## src/rtl/frame_retry_tx.sv

```systemverilog
module frame_retry_tx #(
  parameter int unsigned NBYTES = 16,
  parameter int unsigned AW = 5,
  parameter int unsigned CW = 4,
  parameter int unsigned RW = 3,
  localparam int unsigned IW = $clog2(NBYTES),
  localparam int unsigned LW = $clog2(NBYTES + 1)
) (
  input  logic          clk,
  input  logic          rst_n,
  input  logic          wr_en,
  input  logic [AW-1:0] wr_addr,
  input  logic [7:0]    wr_data,
  input  logic [AW-1:0] rd_addr,
  output logic [7:0]    rd_data,
  output logic          line_start,
  output logic [LW-1:0] line_len,
  input  logic [IW-1:0] line_rd_idx,
  output logic [7:0]    line_rd_byte,
  input  logic          line_done,
  input  logic [1:0]    line_result,
  output logic          irq
);

  localparam logic [AW-1:0] A_LEN   = AW'(NBYTES);
  localparam logic [AW-1:0] A_RETRY = AW'(NBYTES + 1);
  localparam logic [AW-1:0] A_EN    = AW'(NBYTES + 2);
  localparam logic [AW-1:0] A_STAT  = AW'(NBYTES + 3);
  localparam logic [AW-1:0] A_CNT   = AW'(NBYTES + 4);
  localparam logic [1:0] RES_ACK  = 2'd0;
  localparam logic [1:0] RES_NACK = 2'd1;
  localparam logic [1:0] RES_LOW  = 2'd2;
  localparam logic [1:0] RES_ARB  = 2'd3;
  localparam logic [CW-1:0] CMAX = '1;

  typedef enum logic [1:0] {S_IDLE, S_LAUNCH, S_WAIT} state_t;

  state_t        st;
  logic [7:0]    frame [NBYTES];
  logic [LW-1:0] len_q;
  logic [RW-1:0] retry_q, tries;
  logic [CW-1:0] nack_q, low_q;
  logic [2:0]    flags;

  logic busy, waiting, go, fin, is_fail, give_up, cfg_wr;
  logic [2:0] set_f, clr_f;

  assign busy    = st != S_IDLE;
  assign waiting = st == S_WAIT;
  assign cfg_wr  = wr_en && !busy;
  assign go      = cfg_wr && wr_addr == A_EN && wr_data[0];
  assign fin     = waiting && line_done;
  assign is_fail = fin && (line_result == RES_NACK || line_result == RES_LOW);
  assign give_up = is_fail && tries == retry_q;
  assign set_f   = {fin && line_result == RES_ACK, give_up, fin && line_result == RES_ARB};
  assign clr_f   = (wr_en && wr_addr == A_STAT) ? wr_data[5:3] : 3'b000;

  assign line_start   = st == S_LAUNCH;
  assign line_len     = len_q;
  assign line_rd_byte = frame[line_rd_idx];
  assign irq          = |flags;

  always_ff @(posedge clk) begin
    if (!rst_n) begin
      st    <= S_IDLE;
      tries <= '0;
    end else begin
      case (st)
        S_IDLE:   if (go) begin st <= S_LAUNCH; tries <= '0; end
        S_LAUNCH: st <= S_WAIT;
        S_WAIT:   if (fin) begin
                    if (is_fail && !give_up) begin
                      tries <= tries + 1'b1;
                      st    <= S_LAUNCH;
                    end else begin
                      st <= S_IDLE;
                    end
                  end
        default:  st <= S_IDLE;
      endcase
    end
  end

  always_ff @(posedge clk) begin
    if (!rst_n) begin
      nack_q <= '0;
      low_q  <= '0;
    end else if (go) begin
      nack_q <= '0;
      low_q  <= '0;
    end else if (is_fail) begin
      if (line_result == RES_NACK && nack_q != CMAX) nack_q <= nack_q + 1'b1;
      if (line_result == RES_LOW && low_q != CMAX)   low_q  <= low_q + 1'b1;
    end
  end

  always_ff @(posedge clk) begin
    if (!rst_n) begin
      for (int i = 0; i < NBYTES; i++) frame[i] <= '0;
      len_q   <= '0;
      retry_q <= '0;
    end else if (cfg_wr) begin
      if (wr_addr < A_LEN)   frame[wr_addr[IW-1:0]] <= wr_data;
      if (wr_addr == A_LEN)   len_q   <= wr_data[LW-1:0];
      if (wr_addr == A_RETRY) retry_q <= wr_data[4 +: RW];
    end
  end

  always_ff @(posedge clk) begin
    if (!rst_n) flags <= '0;
    else        flags <= (flags & ~clr_f) | set_f;
  end

  always_comb begin
    rd_data = 8'h00;
    if (rd_addr < A_LEN) rd_data = frame[rd_addr[IW-1:0]];
    else begin
      case (rd_addr)
        A_LEN:   rd_data = 8'(len_q);
        A_RETRY: rd_data = 8'({retry_q, 4'b0000});
        A_EN:    rd_data = {7'b0, busy};
        A_STAT:  rd_data = {2'b00, flags, 3'b000};
        A_CNT:   rd_data = 8'({low_q, nack_q});
        default: rd_data = 8'h00;
      endcase
    end
  end

endmodule


```

## config.mk

```make
export PLATFORM = sky130hd
export DESIGN_NAME = frame_retry_tx
export DESIGN_NICKNAME = d
export VERILOG_FILES = /design/src/rtl/frame_retry_tx.sv
export SDC_FILE = /design/constraint.sdc
export NUM_CORES = 1
export LEC_CHECK = 0
export ABC_AREA = 1
export BUFFER_PORTS_ARGS = -buffer_cell sky130_fd_sc_hd__buf_2
export CAP_MARGIN = 20
export CORE_MARGIN = 2
export CORE_UTILIZATION = 65
export CTS_CLUSTER_SIZE = 30
export DETAILED_ROUTE_END_ITERATION = 7
export GPL_TIMING_DRIVEN = 0
export PLACE_DENSITY_LB_ADDON = 0.08
export SLEW_MARGIN = 20
export SYNTH_ARGS = -nofsm -noshare
export SYNTH_HDL_FRONTEND = slang
export SYNTH_SLANG_ARGS = --single-unit
```

## constraint.sdc

```tcl
create_clock -name clk -period 5.3 [get_ports clk]
set_input_delay 0.53 -clock clk [delete_from_list [all_inputs] [get_ports clk]]
set_output_delay 0.53 -clock clk [all_outputs]
set_load 0.01 [all_outputs]
```

==> results.sh <==
export IMPL_overflow=0
export IMPL_crit_fanout=10
export IMPL_hold_viol=0
export IMPL_skew_ns=0.00337
export IMPL_cts_resized=0
export IMPL_postRouteAntennaNets=0
export IMPL_hp_class="in -> reg"
export IMPL_crit_chain="clkbuf_1 > clkbuf_1 > o211ai_1 > nand3_1 > nand3_1 > nand2_1 > buf_2"
export IMPL_die_h_um=119
export IMPL_io_buffers=44
export IMPL_cts_num_sinks=152
export IMPL_grt_max_degree=17
export IMPL_cap_violations=0
export IMPL_drt_pre_antenna_iters=8
export IMPL_antenna_found_initial=0
export IMPL_grt_pass1_vias=7502
export IMPL_drcViolationCount=12
export IMPL_vias=8423
export IMPL_cts_max_level=4
export IMPL_finalMaxSlewViolations=0
export IMPL_cp_slowest_cell="clkbuf_1"
export IMPL_path_clk_slew_ns=0.06
export IMPL_syn_area_mm2=0.00855
export IMPL_hold_worst_slack_ns=0.395
export IMPL_multi_input_area_mm2=0.00347
export IMPL_worstPathArrival_ns=2.49
export IMPL_worstMarginPinSlew_ns=0.895
export IMPL_synth_edf_count=128
export IMPL_grt_pass1_wl_mm=42.6
export IMPL_cts_buffer_depth=2
export IMPL_cts_tree="built"
export IMPL_ys_flop_type="edfxtp_1"
export IMPL_p_leak_nw=4.13
export IMPL_wl_per_cell_um=21.0
export IMPL_syn_inst=1110
export IMPL_clk_latency_ns=0.43
export IMPL_final_period_utilization_pct=57.0
export IMPL_syn_nets=1145
export IMPL_via_per_inst=6.20
export IMPL_coreArea_mm2=0.0127
export IMPL_ys_async_sr_fraction_pct=0
export IMPL_ys_top_cells_by_area="edfxtp_1, nand2_1, nor2_1"
export IMPL_failed_checks="DRC"
export IMPL_yosys_warnings=0
export IMPL_min_period_ns=3.02
export IMPL_place_hpwl_mm=20.5
export IMPL_rsz0062_at_grt="no"
export IMPL_status="finished, violations left"
export IMPL_diodes=0
export IMPL_cts_root_buffer="clkbuf_16"
export IMPL_grt_usage_pct=40.9
export IMPL_ys_types=30
export IMPL_die_x_um=119
export IMPL_setup_violations=0
export IMPL_slowest_delay_ns=0.64
export IMPL_regArea_mm2=0.00432
export IMPL_crit_type="in -> out"
export IMPL_top_level_ports=51
export IMPL_synth_seq_cells=152
export IMPL_nNetsFinal=1208
export IMPL_r2r_cells=7
export IMPL_initial_core_util_pct=67.2
export IMPL_drive_above_1_share_pct=9.02
export IMPL_synth_yosys_seq_area_share_pct=50.6
export IMPL_synth_top_area_cell="edfxtp_1"
export IMPL_hold_buffers=0
export IMPL_drt_iter0_drc=1519
export IMPL_fp_row_count=41
export IMPL_area_growth_syn_to_layout_pct=12.2
export IMPL_gp_congestion=1.06
export IMPL_min_path_cells=3
export IMPL_fmax_ghz=0.331
export IMPL_vdd_drop_max_mv=0.336
export IMPL_drt_wl_total_mm=28.6
export IMPL_synth_top_area_share_pct=45.0
export IMPL_worst_setup_path_end_kind="output pin"
export IMPL_power_per_cell_area_mw_per_mm2=308
export IMPL_fillers=1017
export IMPL_dieArea_mm2=0.0141
export IMPL_cts_setup_buffers=0
export IMPL_cp_data_required_time_ns=4.77
export IMPL_syn_avg_cell_area_um2=7.70
export IMPL_slew_headroom_pct=40.3
export IMPL_startpoint_type="input pin"
export IMPL_finalSetupTns_ns=0
export IMPL_cts_buffers_inserted=17
-- cell usage after synthesis (4+ instances only) --
cell      count
nand2_2      12
clkbuf_1     38
dfxtp_1      24
nand3_1      91
buf_2         7
ha_1          7
nand4_1       5
edfxtp_1    128
a21oi_1      72
buf_1         5
inv_2         4
clkinv_1      5
nand2_1     237
o211ai_1     31
o21ai_1       7
o21ai_0      56
inv_1       136
nor3_1        5
o22ai_1       8
nor2_1      218
-- critical path, delay by kind of cell --
kind	cells	cell delay, ns
buffers and inverters	3	1.34
AND/OR/NAND/NOR	3	0.41
AO/OA/AOI/OAI	1	0.22
-- final timing paths --
check / startpoint / to / slack (ns)
max: line_rd_idx[0] / line_rd_byte[5] / 2.28
min: line_done / flags[2]$_SDFF_PN0_ / 0.40
max reg2reg: st[1]$_SDFFE_PN0P_ / frame[10][6]$_SDFFCE_PN0P_ / 3.08
min reg2reg: line_len[0]$_SDFFE_PN0P_ / line_len[0]$_SDFFE_PN0P_ / 0.47
-- state kept, by name, indices dropped and copies added (netlist names) --
register,count
flags,3
tries,3
line_len,5
retry_q,3
st,2
nack_q,4
frame,128
low_q,4
-- cell usage in the layout (no fill, tap or decap), types with 8 or more instances in the layout --
master / instances
dfxtp_1: 24
o22ai_1: 8
buf_2: 51
inv_1: 136
o21ai_0: 56
clkbuf_16: 17
o211ai_1: 31
a21oi_1: 72
clkbuf_1: 39
edfxtp_1: 128
nand3_1: 91
nand2_1: 237
nor2_1: 218
nand2_2: 12
-- final cells by class --
class | instances | share of cell area (%)
Clock inverter | 14 | 1.83
Sequential cell | 152 | 45.1
Inverter | 145 | 5.68
Buffer | 51 | 2.13
Tap cell | 172 | 2.25
Timing Repair Buffer | 44 | 2.30
Clock buffer | 18 | 4.48
Multi-Input combinational cell | 762 | 36.2
-- through the flow --
stage,total power [mW],util (%),instance area [um2],setup slack (ns),instances
finish,2.95,75.3,9590,2.28,1358
global placement,1.70,70.6,8980,2.48,1326
global route,3.02,75.3,9590,2.29,1358
detailed placement,1.71,70.6,8980,2.49,1326
CTS,2.92,75.3,9590,2.47,1358
floorplan,1.57,-,8550,3.20,1110
-- routing by layer --
metal	vias to the layer above	track usage [%]	share of wire [%]
met1	3795	55.9	36
met4	0	19.9	5.5
met5	-	0	0
li1	3752	-	-
met3	137	11.5	16
met2	739	60.0	42
-- logic make-up (layout without fill, tap and decap cells) --
| kind of cell | after synthesis | after routing | share of synthesized area [%] |
|---|---|---|---|
| buffers and inverters | 196 | 272 | 8.76 |
| flip-flops | 152 | 152 | 50.6 |
| AND/OR/NAND/NOR | 577 | 577 | 28.0 |
| adder cells (fa/ha/maj) | 7 | 7 | 1.02 |
| XOR/XNOR | 1 | 1 | 0.103 |
| AO/OA/AOI/OAI | 177 | 177 | 11.5 |
-- power breakdown --
group / leakage [nW] / internal (mW) / switching (mW)
combinational: 2.32 / 0.0875 / 0.267
sequential: 1.52 / 1.33 / 0.0202
clock: 0.286 / 0.742 / 0.505
total: 4.13 / 2.16 / 0.792
No activity file was read; power rests on OpenSTA's default activity.
